[config.mk]
export PLATFORM = sky130hd
export DESIGN_NAME = tmr_evt_status
export DESIGN_NICKNAME = d
export VERILOG_FILES = /design/src/rtl/tmr_evt_pkg.sv /design/src/rtl/tmr_evt_ctrl.sv /design/src/rtl/tmr_evt_dp.sv /design/src/rtl/tmr_evt_status.sv
export SDC_FILE = /design/constraint.sdc
export NUM_CORES = 1
export LEC_CHECK = 0
export ABC_AREA = 1
export BUFFER_PORTS_ARGS = -buffer_cell sky130_fd_sc_hd__buf_4
export CAP_MARGIN = 20
export CORE_MARGIN = 5
export CORE_UTILIZATION = 24
export CTS_CLUSTER_DIAMETER = 120
export DETAILED_ROUTE_END_ITERATION = 10
export GPL_TIMING_DRIVEN = 0
export PLACE_DENSITY = 0.78
export SETUP_SLACK_MARGIN = 0.3
export SLEW_MARGIN = 20
export SYNTH_ARGS = -nofsm -noshare
export SYNTH_HDL_FRONTEND = slang
export SYNTH_SLANG_ARGS = --single-unit
[constraint.sdc]
create_clock -name clk -period 0.8 [get_ports clk]
set_input_delay 0.12 -clock clk [delete_from_list [all_inputs] [get_ports clk]]
set_output_delay 0.12 -clock clk [all_outputs]
set_load 0.01 [all_outputs]
[src/rtl/tmr_evt_pkg.sv]
package tmr_evt_pkg;
  localparam int DATA_W      = 32;
  localparam int BIT_OVR     = 31;
  localparam int BIT_OVF     = 15;
  localparam int BIT_PIN_IN  = 2;
  localparam int BIT_PIN_OUT = 1;
  localparam int BIT_FLAG    = 0;
  localparam int N_STICKY    = 3;
  localparam int IDX_FLAG    = 0;
  localparam int IDX_OVR     = 1;
  localparam int IDX_OVF     = 2;

  typedef struct packed {
    logic setFlag;
    logic clrFlag;
    logic setOvr;
    logic clrOvr;
    logic setOvf;
    logic clrOvf;
  } stsStrobe_t;
endpackage

[src/rtl/tmr_evt_ctrl.sv]
module tmr_evt_ctrl
  import tmr_evt_pkg::*;
#(
  parameter int ADDR_W = 8,
  parameter logic [ADDR_W-1:0] REG_OFFSET = 'h10
) (
  input  logic [ADDR_W-1:0] busAddr,
  input  logic              busWe,
  input  logic [DATA_W-1:0] busWdata,
  input  logic              captureEvt,
  input  logic              matchEvt,
  input  logic              cntOverflow,
  input  logic              dmaEn,
  input  logic              dmaClr,
  input  logic              flagQ,
  output logic              regHit,
  output stsStrobe_t        strb
);
  logic wrHit;
  logic flagEvt;
  logic swClrFlag;

  assign regHit    = (busAddr == REG_OFFSET);
  assign wrHit     = regHit & busWe;
  assign flagEvt   = captureEvt | matchEvt;
  assign swClrFlag = wrHit & busWdata[BIT_FLAG];

  always_comb begin
    strb         = '0;
    strb.setFlag = flagEvt;
    strb.clrFlag = swClrFlag | (dmaEn & dmaClr);
    strb.setOvr  = flagEvt & flagQ;
    strb.clrOvr  = swClrFlag | (wrHit & busWdata[BIT_OVR]);
    strb.setOvf  = cntOverflow;
    strb.clrOvf  = wrHit & busWdata[BIT_OVF];
  end
endmodule

[src/rtl/tmr_evt_dp.sv]
module tmr_evt_dp
  import tmr_evt_pkg::*;
(
  input  logic              clk,
  input  logic              rstN,
  input  stsStrobe_t        strb,
  input  logic              regHit,
  input  logic              pinIn,
  input  logic              pinOut,
  output logic              flagQ,
  output logic              ovrQ,
  output logic              ovfQ,
  output logic [DATA_W-1:0] rdWord
);
  logic [N_STICKY-1:0] setVec;
  logic [N_STICKY-1:0] clrVec;
  logic [N_STICKY-1:0] bitQ;

  assign setVec[IDX_FLAG] = strb.setFlag;
  assign clrVec[IDX_FLAG] = strb.clrFlag;
  assign setVec[IDX_OVR]  = strb.setOvr;
  assign clrVec[IDX_OVR]  = strb.clrOvr;
  assign setVec[IDX_OVF]  = strb.setOvf;
  assign clrVec[IDX_OVF]  = strb.clrOvf;

  for (genvar i = 0; i < N_STICKY; i++) begin : g_sticky
    always_ff @(posedge clk or negedge rstN) begin
      if (!rstN)          bitQ[i] <= 1'b0;
      else if (setVec[i]) bitQ[i] <= 1'b1;
      else if (clrVec[i]) bitQ[i] <= 1'b0;
    end
  end

  assign flagQ = bitQ[IDX_FLAG];
  assign ovrQ  = bitQ[IDX_OVR];
  assign ovfQ  = bitQ[IDX_OVF];

  always_comb begin
    rdWord = '0;
    if (regHit) begin
      rdWord[BIT_OVR]     = ovrQ;
      rdWord[BIT_OVF]     = ovfQ;
      rdWord[BIT_PIN_IN]  = pinIn;
      rdWord[BIT_PIN_OUT] = pinOut;
      rdWord[BIT_FLAG]    = flagQ;
    end
  end
endmodule

[src/rtl/tmr_evt_status.sv]
module tmr_evt_status
  import tmr_evt_pkg::*;
#(
  parameter int ADDR_W = 8,
  parameter logic [ADDR_W-1:0] REG_OFFSET = 'h10
) (
  input  logic              clk,
  input  logic              rstN,
  input  logic [ADDR_W-1:0] busAddr,
  input  logic              busWe,
  input  logic [DATA_W-1:0] busWdata,
  output logic [DATA_W-1:0] busRdata,
  input  logic              captureEvt,
  input  logic              matchEvt,
  input  logic              cntOverflow,
  input  logic              dmaEn,
  input  logic              dmaClr,
  input  logic              pinIn,
  input  logic              pinOut,
  output logic              flagReq
);
  stsStrobe_t strb;
  logic       regHit;
  logic       flagQ;
  logic       ovrQ;
  logic       ovfQ;

  tmr_evt_ctrl #(.ADDR_W(ADDR_W), .REG_OFFSET(REG_OFFSET)) ctrl_i (
    .busAddr    (busAddr),
    .busWe      (busWe),
    .busWdata   (busWdata),
    .captureEvt (captureEvt),
    .matchEvt   (matchEvt),
    .cntOverflow(cntOverflow),
    .dmaEn      (dmaEn),
    .dmaClr     (dmaClr),
    .flagQ      (flagQ),
    .regHit     (regHit),
    .strb       (strb)
  );

  tmr_evt_dp dp_i (
    .clk   (clk),
    .rstN  (rstN),
    .strb  (strb),
    .regHit(regHit),
    .pinIn (pinIn),
    .pinOut(pinOut),
    .flagQ (flagQ),
    .ovrQ  (ovrQ),
    .ovfQ  (ovfQ),
    .rdWord(busRdata)
  );

  assign flagReq = flagQ;
endmodule

**Word level (Yosys, flattened, before mapping)**

Cells that the tools add are included.

- Word-level logic and storage cells: 25
- Output and inout port bits: 33
- Register bits: 3

- Multiplexer cells: 9
- Bitwise operators: 9
- Reduce and logical (&&, ||, !) cells: 3
- Eq/ne operators: 1

Operators by type and width:

| cell | number |
|---|---|
| equality test 8 x 5 -> 1 bit, second input constant | 1 |
| 2-to-1 mux 1 bit | 8 |
| AND 1 bit | 6 |
| nonzero test 2 bit | 3 |
| 2-to-1 mux 3 bit | 1 |
| OR 1 bit | 3 |

**Longest topological paths before layout**

Gate-level depths: netlist (run 1).

- Word-level depth: 6
- Depth in mapped cells: 7
- Mapped depth without buffers: 7

**By module**

From an unflattened synthesis (run 1), not the netlist that was laid out.

- Cell total of the unflattened synthesis: 73
- Area total of the unflattened synthesis: 461.7 µm²

Modules (own cells, without submodules):

| module | times used | area each (µm²) | cells an instance |
|---|---|---|---|
| tmr_evt_dp | 1 | 364.1 | 53 |
| tmr_evt_ctrl | 1 | 97.6 | 20 |

**Worst setup path after synthesis (run 1)**

OpenSTA, ideal clock, no wires.

- Path kind: input -> output
- Start: input busAddr[1]
- End: output busRdata[0]
- Data required time: 680 ps
- Stages on the path: 5
- Data arrival time: 656 ps
- Path slack: 24 ps
- Cell sequence: nor2_1 -> nand2_1 -> nor2_2 -> inv_2 -> nor2_1

- Cells in the longest elaborated chain, start to end: 2

RTL lines:

| what | RTL line | RTL |
|---|---|---|
| start: declaration | tmr_evt_status.sv:9 | `input logic [ADDR_W-1:0] busAddr,` |
| equality test 8 x 5 -> 1 bit | tmr_evt_ctrl.sv:23 | `assign regHit = (busAddr == REG_OFFSET);` |
| 2-to-1 mux 3 bit | tmr_evt_dp.sv:40 | `if (regHit) begin` |
| end: declaration | tmr_evt_status.sv:12 | `output logic [DATA_W-1:0] busRdata,` |

Every way passes these cells.

**Worst setup path in the final report (run 1)**

- Start: register dp_i.bitQ[0] (netlist: dp_i.flagQ)
- End: output busRdata[0]

- Cells in the longest elaborated chain, start to end: 1

RTL lines:

| what | RTL line | RTL |
|---|---|---|
| start: declaration | tmr_evt_dp.sv:17 | `logic [N_STICKY-1:0] bitQ;` |
| start signal: indexed assignment | tmr_evt_dp.sv:28 | `if (!rstN) bitQ[i] <= 1'b0;` |
| start signal: indexed assignment | tmr_evt_dp.sv:29 | `else if (setVec[i]) bitQ[i] <= 1'b1;` |
| start signal: indexed assignment | tmr_evt_dp.sv:30 | `else if (clrVec[i]) bitQ[i] <= 1'b0;` |
| 2-to-1 mux 3 bit | tmr_evt_dp.sv:40 |  |

Every way passes these cells.

==> results of run 1 <==
[sequential cells by signal, indices dropped and copies added (netlist names)]
name        count
dp_i.flagQ      1
dp_i.ovfQ       1
dp_i.ovrQ       1
[timing repair]
action                                 4_1_cts  5_1_grt
resized for setup                           20        1
pin swaps                                    9        1
buffers inserted                             2        1
endpoints found under the hold margin        3        0
setup endpoints to repair                    9        9
hold buffers                                 1        0
gates cloned                                 0        0
[through the flow]
step                 util  hold slack [ps]  TNS, ps  setup WS, ps  std cells
finish              0.543             71.0    -1040          -193        141
global placement    0.467            -91.5    -1220          -185        133
CTS                 0.537             64.0     -978          -202        140
global route        0.543             88.1    -1550          -244        141
detailed placement  0.467            -88.7    -1370          -203        133
floorplan               -             -176        0          58.6         90
[layout make-up]
class / instances / area [µm²]
Sequential cell: 3 / 75.1
Fill cell: 180 / 772
Timing Repair Buffer: 30 / 262
Multi-Input combinational cell: 52 / 288
Inverter: 8 / 42.5
Tap cell: 17 / 21.3
Clock buffer: 4 / 26.3
Buffer: 27 / 203
[layer usage]
metal,up-vias,part of all wire,track usage
li1,254,-,-
met4,0,0,0.0393
met1,196,0.26,0.0957
met3,0,0.12,0.0344
met2,26,0.61,0.208
met5,-,0,0
[kinds of logic (layout without fill, tap and decap cells)]
logic type / Yosys count / after routing / synth area share
buf+inv: 35 / 69 / 0.555
other cells: 1 / 27 / 0.00895
compound gates: 2 / 2 / 0.0239
simple gates: 23 / 23 / 0.233
flops: 3 / 3 / 0.179
[path summary, 6_finish.rpt]
path / from / endpoint / slack [ps] / cells past startpoint
max: dp_i.flagQ$_DFFE_PN0P_ / busRdata[0] / -190 / 3
min: cntOverflow / dp_i.ovfQ$_DFFE_PN0P_ / 70 / 3
max reg2reg: dp_i.flagQ$_DFFE_PN0P_ / dp_i.flagQ$_DFFE_PN0P_ / -70 / 5
min reg2reg: dp_i.ovrQ$_DFFE_PN0P_ / dp_i.ovrQ$_DFFE_PN0P_ / 500 / 2
max in group asynchronous: rstN / dp_i.ovrQ$_DFFE_PN0P_ / 490 / 2
min in group asynchronous: rstN / dp_i.flagQ$_DFFE_PN0P_ / 210 / 2
[power breakdown]
part	total [mW]	switching (mW)	leakage (nW)	internal [mW]
combinational	0.316	0.134	0.498	0.183
clock	0.265	0.0779	0.0150	0.187
sequential	0.156	0.00194	0.0267	0.154
[layout by cell type, fill, tap and decap left out, types with 2 or more instances in the layout]
cell type | Yosys | final
nand3_1 | 3 | 3
nor2_4 | 0 | 10
buf_6 | 0 | 9
dfrtp_1 | 3 | 3
inv_2 | 1 | 3
nand2_2 | 0 | 2
clkbuf_4 | 0 | 3
conb_1 | 1 | 27
buf_4 | 27 | 47
nand2_1 | 8 | 6
inv_1 | 7 | 3
[worst max-delay path: cells and delay by family (launching register included)]
family / cells / cell delay, ps
buffers and inverters: 2 / 210
and+or+nand+nor: 1 / 30
DFF: 1 / 400
==> results.md, run 1 <==
- Final setup viols: 9
- Area growth syn-to-layout: 119%
- Clk sink count: 3
- RSZ-0062 raised after global routing: yes
- Critical path start-end classification: reg -> out
- Register area share after synthesis: 0.179
- Die W: just over 50 µm
- Run status: finished, violations left
- Fraction of registers with async set/reset: 1.00
- Number of synthesized flops with an enable pin: 0
- Fmax: 1010 MHz
- Synth unique cells: 12
- Site row count: 15
- Core area: about 1700 µm²
- Crit end category: output pin
- Area leader, netlist: buf_4
- Required @ worst endpoint: 680 ps
- Final period util: 1.24
- GP Congestion: about 0.7
- Crit-path slowest cell: dfrtp_1
- Via count: between 400 and 500
- Max IR drop VDD: between 0.5 and 0.6 mV
- HPWL Detailed: roughly 1100 µm
- Final WL: about 1300 µm
- Clock Latency Late Sink: 230 ps
- I/O pin cnt: 83
- Most frequent cell after synthesis: buf_4
- Chip Height: roughly 52 µm
- ANT cells: 0
- Post-route cell area: 917 µm²
- Clock period minus worst slack: roughly 990 ps
- Synth top cells by count: buf_4, nor2_1, nand2_1, inv_1
- Initial antenna violation count: 0
- Vias/cell: 3.38
- WL/cell: 8.91 µm
- Root Buffer: clkbuf_4
- Crit-path cells: inv_2 -> nor2_4 -> buf_6
- NumNets Final: approximately 180
- Fin. Hold Viols: 0
- Final WS setup: -193 ps
- Total power: 0.738 mW
- Max FO, Critical Path: 3
- CTS buffer count: 3
- Initial DRC count: 5
- Clk buf depth: 2
- First-pass GRT wire length: roughly 2100 µm
- Die area: around 2700 µm²
- Vias in the first global route: between 500 and 600
- Fraction of layout cells with a size suffix above 1: 0.629
- Yosys warns: 0
- Failing checks: setup timing
- Mapped cell area: roughly 420 µm²
- CTS tree: yes
- Crit-path max cell delay: 400 ps
- Placed Instance Area: roughly 800 µm²
- Total grt overflow: 0
- Starting Density: 0.248
- Class of the worst hold path: in -> reg
- Synth area leaders: buf_4, dfrtp_1, nor2_1
- Clock skew: around 1.6 ps
- Input/output buffers: 26
- CP arrival: between 800 and 900 ps
- Yosys top cell area share: 0.484
- Syn avg cell area: between 6 and 7 µm²
- Initial DRT Pass Iterations: 2
- H-tree levels: 1
- P per Cell Area: between 800 and 900 nW/µm²
- Syn Inst Count: 64
- Clk slew on worst S/H paths: approximately 40 ps
- GRT Total Usage: 0.104
- Top FF cell, synth: dfrtp_1
- Largest net degree at the start of global routing: 6
- Synthesized flop and latch total: 3
- # DRC: 0
- Final Max Tran Viols: 0
- Max Cap Violations: 0
- Startpoint types: flip-flop
- Antenna-violating nets left: 0
- Leakage: between 0.5 and 0.6 nW
(Power assumes the default switching activity.)
==> inputs of run 2 (changes only) <==
CTS_BUF_LIST = sky130_fd_sc_hd__clkbuf_16   (was not set)
PLACE_DENSITY = 0.82   (was 0.78)
==> results.md, run 2 (synthesized netlist as in run 1, its figures left out) <==
- Finished Layout Cells: 141 (unchanged)
- Total grt overflow: 0 (unchanged)
- M3 GR Usage: 0.0344 (unchanged)
- Clk slew on worst S/H paths: 30 ps (was 40 ps)
- Clock share of power: 0.622 (was 0.359)
- Register share of total power: 0.125 (was 0.212)
- CTS tree: yes (unchanged)
- RSZ-0062 raised after global routing: yes (unchanged)
- P_int: 0.980 mW (was 0.524 mW)
- Run status: finished, violations left (unchanged)
- Root Buffer: clkbuf_16 (was clkbuf_4)
- Clock Latency Late Sink: 220 ps (was 230 ps)
- I/O pin cnt: 83 (unchanged)
- Die W: 51.8 µm (unchanged)
- GR Util met2: 0.214 (was 0.208)
- Chip Height: 51.8 µm (unchanged)
- Sw frac: 0.220 (was 0.290)
- Met1 Resource Use GR: 0.0887 (was 0.0957)
- Max Cap Violations: 0 (unchanged)
- Input/output buffers: 26 (unchanged)
- P per Cell Area: 1310 nW/µm² (was 804 nW/µm²)
- Multi-input logic area: 285 µm² (was 288 µm²)
- Largest net degree at the start of global routing: 6 (unchanged)
- Area growth syn-to-layout: 129% (was 119%)
- GR peak layer: met2 (unchanged)
- Vias in the first global route: 496 (was 518)
- Failing checks: setup timing (unchanged)
- Place WS: -229 ps (was -203 ps)
- NumNets Final: 175 (unchanged)
- HPWL Detailed: 1190 µm (was 1120 µm)
- Required @ worst endpoint: 680 ps (about the same)
- Number of fill cells: 155 (was 180)
- Crit end category: output pin (unchanged)
- Initial DRC count: 1 (was 5)
- Max FO, Critical Path: 3 (unchanged)
- CTS buffer count: 3 (unchanged)
- Hold slack: 83.5 ps (was 71.0 ps)
- Logic pwr share: 0.253 (was 0.429)
- GP Congestion: 0.685 (was 0.702)
- First-pass GRT wire length: 2060 µm (was 2100 µm)
- Via count: 497 (was 476)
- Fmax: 1020 MHz (was 1010 MHz)
- Initial DRT Pass Iterations: 3 (was 2)
- Register area: 75.1 µm² (unchanged)
- Commonest non-fill, non-tap cell in the layout: buf_4 (unchanged)
- Vias/cell: 3.52 (was 3.38)
- Commonest non-fill, non-tap cells in the layout: buf_4, conb_1, nor2_4, buf_6, nand2_1 (unchanged)
- Crit-path max cell delay: 400 ps (about the same)
- Max IR drop VDD: 1.28 mV (was 0.500 mV)
- Final Max Tran Viols: 0 (unchanged)
- CP arrival: 860 ps (was 870 ps)
- Startpoint types: flip-flop (unchanged)
- Clock period minus worst slack: 982 ps (was 993 ps)
- Class of the worst hold path: in -> reg (unchanged)
- Final period util: 1.23 (was 1.24)
- Total power: 1.26 mW (was 0.738 mW)
- Antenna-violating nets left: 0 (unchanged)
- # DRC: 0 (unchanged)
- NetSw: 0.277 mW (was 0.214 mW)
- Clock skew: 1.54 ps (was 1.57 ps)
- Initial antenna violation count: 0 (unchanged)
- Crit-path slowest cell: dfrtp_1 (unchanged)
- WL/cell: 9.87 µm (was 8.91 µm)
- Die area: 2680 µm² (unchanged)
- H-tree levels: 1 (unchanged)
- Clk buf depth: 2 (unchanged)
- Final WL: 1390 µm (was 1260 µm)
- Clk sink count: 3 (unchanged)
- Final WS setup: -182 ps (was -193 ps)
- Crit-path cells: inv_2 -> nor2_4 -> buf_6 (unchanged)
- Fraction of layout cells with a size suffix above 1: 0.629 (unchanged)
- ANT cells: 0 (unchanged)
- Fin. Hold Viols: 0 (unchanged)
- Starting Density: 0.248 (unchanged)
- Leakage: 0.562 nW (was 0.539 nW)
- Critical path start-end classification: reg -> out (unchanged)
- Final setup viols: 7 (was 9)
- GRT Total Usage: 0.106 (was 0.104)
- Site row count: 15 (unchanged)
- Cell count after placement: 133 (unchanged)
- Core area: 1690 µm² (unchanged)
-- run 2: cell count changes in the layout (fill, tap and decap cells not counted) --
| cell | before | now |
|---|---|---|
| a21oi_2 | 1 | 0 |
| inv_1 | 3 | 4 |
| a21oi_4 | 0 | 1 |
| clkbuf_16 | 0 | 3 |
| clkbuf_4 | 3 | 0 |
| inv_4 | 0 | 1 |
| buf_4 | 47 | 48 |
| clkbuf_1 | 1 | 0 |
| buf_6 | 9 | 8 |
| nor2_4 | 10 | 8 |
| inv_6 | 1 | 0 |
| nor2_2 | 0 | 2 |
-- run 2: cell type report --
cell class | count | share of cell area
Buffer | 27 | 0.211
Tap cell | 17 | 0.0221
Timing Repair Buffer | 30 | 0.268
Inverter | 8 | 0.0417
Clock buffer | 3 | 0.0781
Sequential cell | 3 | 0.0781
Clock inverter | 1 | 0.00391
Multi-Input combinational cell | 52 | 0.297
-- run 2: per-layer routing --
| layer | vias up | part of all wire |
|---|---|---|
| li1 | 254 | - |
| met1 | 206 | 0.27 |
| met2 | 33 | 0.57 |
| met3 | 4 | 0.14 |
| met4 | 0 | 0.016 |
| met5 | - | 0 |
-- run 2: worst paths after layout --
| kind | startpoint | to | slack (ps) | depth (start not counted) |
|---|---|---|---|---|
| worst max-delay path | dp_i.flagQ$_DFFE_PN0P_ | busRdata[0] | -180 | 3 |
| worst min-delay path | cntOverflow | dp_i.ovfQ$_DFFE_PN0P_ | 80 | 3 |
| worst max register to register | dp_i.flagQ$_DFFE_PN0P_ | dp_i.flagQ$_DFFE_PN0P_ | -90 | 5 |
| worst min register to register | dp_i.ovfQ$_DFFE_PN0P_ | dp_i.ovfQ$_DFFE_PN0P_ | 500 | 2 |
| max in group asynchronous | rstN | dp_i.flagQ$_DFFE_PN0P_ | 480 | 2 |
| min in group asynchronous | rstN | dp_i.ovfQ$_DFFE_PN0P_ | 230 | 2 |
-- run 2: stage by stage --
stage	instance area [µm²]	TNS (ps)	utilization
2_1_floorplan	572	0	-
3_3_place_gp	788	-1190	0.467
3_5_place_dp	788	-1550	0.467
4_1_cts	946	-958	0.560
5_1_grt	961	-1250	0.569
6_report	961	-950	0.569
-- run 2: power groups by stage --
stage                     clock, mW  sequential [mW]  combinational, mW
after detailed placement          0            0.158              0.276
after global routing          0.810            0.157              0.344
after CTS                     0.792            0.157              0.302
final                         0.782            0.157              0.318
after global placement            0            0.158              0.270
after floorplan                   0            0.159              0.182
-- run 2: worst max-delay path: cells and delay by family, from the launching register on --
family	cells	cell delay, ps
buffers and inverters	2	200
DFF	1	400
and+or+nand+nor	1	30
-- run 2: what timing repair did --
action | CTS | global route
hold buffers | 1 | 0
pin swaps | 9 | 1
hold endpoints to repair | 3 | 0
gates resized for setup | 17 | 1
buffers inserted | 2 | 1
gates cloned | 0 | 0
endpoints found under the setup margin | 9 | 9
==> inputs of run 3 (changes only) <==
CORE_UTILIZATION = 26   (was 24)
CTS_CLUSTER_DIAMETER = 30   (was 120)
PLACE_DENSITY = 0.83   (was 0.82)
SYNTH_HIERARCHICAL = 1   (was not set)
==> results.md, run 3 <==
- CP arrival: 860 ps (about the same)
- Required @ worst endpoint: 680 ps (about the same)
- Worst Setup EP: busRdata[2] (was busRdata[0])
- Startpoint types: input port (was flip-flop)
- Fmax: 1020 MHz (about the same)
- Syn Inst Count: 73 (was 64)
- Antenna-violating nets left: 0 (unchanged)
- Max FO, Critical Path: 7 (was 3)
- Core area: 1710 µm² (was 1690 µm²)
- Crit end category: output pin (unchanged)
- Final WS setup: -183 ps (was -182 ps)
- Syn avg cell area: 6.32 µm² (was 6.55 µm²)
- Via count: 483 (was 497)
- R2R Setup Slk: 70 ps (was -90 ps)
- First-pass GRT wire length: 1720 µm (was 2060 µm)
- Register area share after synthesis: 0.163 (was 0.179)
- R2r worst-path depth: 3 (was 5)
- Synth top cells by count: buf_4, nand2_1, inv_1, nor2_1, dfrtp_1 (was buf_4, nor2_1, nand2_1, inv_1)
- Leakage: 0.579 nW (was 0.562 nW)
- Most frequent cell after synthesis: buf_4 (unchanged)
- Synthesized flop and latch total: 3 (unchanged)
- Place WS: -221 ps (was -229 ps)
- Final Max Tran Viols: 0 (unchanged)
- H-tree levels: 1 (unchanged)
- Yosys warns: 6 (was 0)
- GRT Total Usage: 0.0866 (was 0.106)
- Critical path start-end classification: in -> out (was reg -> out)
- Root Buffer: clkbuf_16 (unchanged)
- Chip Height: 52.1 µm (was 51.8 µm)
- ANT cells: 0 (unchanged)
- Number of fill cells: 162 (was 155)
- # DRC: 0 (unchanged)
- Die W: 52.1 µm (was 51.8 µm)
- Worst Setup SP: busAddr[4] (was dp_i.flagQ$_DFFE_PN0P_)
- Class of the worst hold path: in -> reg (unchanged)
- Initial antenna violation count: 0 (unchanged)
- WL/cell: 8.54 µm (was 9.87 µm)
- Setup_tns: -985 ps (was -950 ps)
- Vias/cell: 3.14 (was 3.52)
- Final WL: 1320 µm (was 1390 µm)
- Reg2Reg Launch Point: dp_i/flagQ$_DFFE_PN0P_ (was dp_i.flagQ$_DFFE_PN0P_)
- RSZ-0062 raised after global routing: yes (unchanged)
- Area growth syn-to-layout: 105% (was 129%)
- I/O pin cnt: 83 (unchanged)
- Fin. Hold Viols: 0 (unchanged)
- Final period util: 1.23 (about the same)
- Number of synthesized flops with an enable pin: 0 (unchanged)
- Top FF cell, synth: dfrtp_1 (unchanged)
- Crit Reg-Reg Endpoint: dp_i/ovrQ$_DFFE_PN0P_ (was dp_i.flagQ$_DFFE_PN0P_)
- Synth area leaders: buf_4, dfrtp_1, nand2_1 (was buf_4, dfrtp_1, nor2_1)
- Post-CTS Setup Inserts: 0 (was 2)
- NumNets Final: 180 (was 175)
- Clock skew: 1.53 ps (was 1.54 ps)
- Die area: 2720 µm² (was 2680 µm²)
- Vias in the first global route: 472 (was 496)
- Final Util: 0.555 (was 0.569)
- HPWL Detailed: 1050 µm (was 1190 µm)
- Clk slew on worst S/H paths: 30 ps (about the same)
- Site row count: 15 (unchanged)
- Fraction of layout cells with a size suffix above 1: 0.589 (was 0.629)
- Total power: 1.25 mW (was 1.26 mW)
- Commonest non-fill, non-tap cell in the layout: buf_4 (unchanged)
- Final setup viols: 8 (was 7)
- Fraction of registers with async set/reset: 1.00 (unchanged)
- Clock period minus worst slack: 983 ps (was 982 ps)
- Clk sink count: 3 (unchanged)
- Synth unique cells: 11 (was 12)
- Clk buf depth: 2 (unchanged)
- Initial DRC count: 2 (was 1)
- GP Congestion: 0.695 (was 0.685)
- Input/output buffers: 25 (was 26)
- Starting Density: 0.270 (was 0.248)
- P per Cell Area: 1320 nW/µm² (was 1310 nW/µm²)
- Max IR drop VDD: 1.30 mV (was 1.28 mV)
- Yosys top cell area share: 0.472 (was 0.484)
- Initial DRT Pass Iterations: 2 (was 3)
- CTS tree: yes (unchanged)
- Total grt overflow: 0 (unchanged)
- Max Cap Violations: 0 (unchanged)
- Hold slack: 87.8 ps (was 83.5 ps)
- Clock Latency Late Sink: 220 ps (about the same)
- Commonest non-fill, non-tap cells in the layout: buf_4, conb_1, nand2_1, inv_1, buf_6 (was buf_4, conb_1, nor2_4, buf_6, nand2_1)
- Failing checks: setup timing (unchanged)
- Area leader, netlist: buf_4 (unchanged)
- Run status: finished, violations left (unchanged)
- Largest net degree at the start of global routing: 8 (was 6)
- Mapped cell area: 462 µm² (was 419 µm²)
- CTS buffer count: 3 (unchanged)
run 3: power by group:
part	leakage, nW	switching (mW)	total, mW	internal (mW)
clock network	0.0423	0.134	0.778	0.644
logic	0.510	0.129	0.311	0.181
registers	0.0267	0.00234	0.157	0.155
run 3: cell families after synthesis:
logic type | share of synthesized area
buf+inv | 0.577
simple gates | 0.236
flops | 0.163
compound gates | 0.0163
other cells | 0.00812
run 3: final cells by class:
cell class,count,area [µm²],share of cell area
Clock buffer,3,75.1,0.0793
Clock inverter,1,3.75,0.00396
Timing Repair Buffer,26,228,0.240
Multi-Input combinational cell,54,265,0.280
Inverter,13,51.3,0.0542
Tap cell,25,31.3,0.0330
Buffer,29,218,0.230
Sequential cell,3,75.1,0.0793
run 3: what timing repair did:
action	in CTS	in global routing
pin swaps	2	11
hold buffers	1	0
setup endpoints to repair	9	9
gates resized for setup	2	14
hold endpoints to repair	3	0
run 3: critical path, cell delays in order:
cell and delay (ps):
buf_6 80, inv_4 30, nor2_4 100, nand2_2 70, nor2_4 220, nand2_1 100
inv_2 60, buf_6 90
run 3: routing by layer:
layer | vias to the layer above | routed length (µm) | GRT usage
met5 | - | 0 | 0
met4 | 0 | 0 | 0.0638
met3 | 0 | 202 | 0.0458
met2 | 36 | 628 | 0.146
met1 | 185 | 484 | 0.0775
li1 | 262 | - | -
run 3: worst min path at each step:
stage,from,to,slack (ps),cells after the start
finish,cntOverflow,dp_i/ovfQ$_DFFE_PN0P_,90,3
global route,cntOverflow,dp_i/ovfQ$_DFFE_PN0P_,90,3
CTS,cntOverflow,dp_i/ovfQ$_DFFE_PN0P_,80,3
detailed placement,rstN,dp_i/ovfQ$_DFFE_PN0P_,-90,1
global placement,rstN,dp_i/ovfQ$_DFFE_PN0P_,-90,1
floorplan,rstN,dp_i/flagQ$_DFFE_PN0P_,-180,0
run 3: per-stage QoR:
step / area [µm²] / instances
finish: 947 / 154
global route: 947 / 154
global placement: 803 / 149
detailed placement: 803 / 149
floorplan: 584 / 99
CTS: 898 / 154
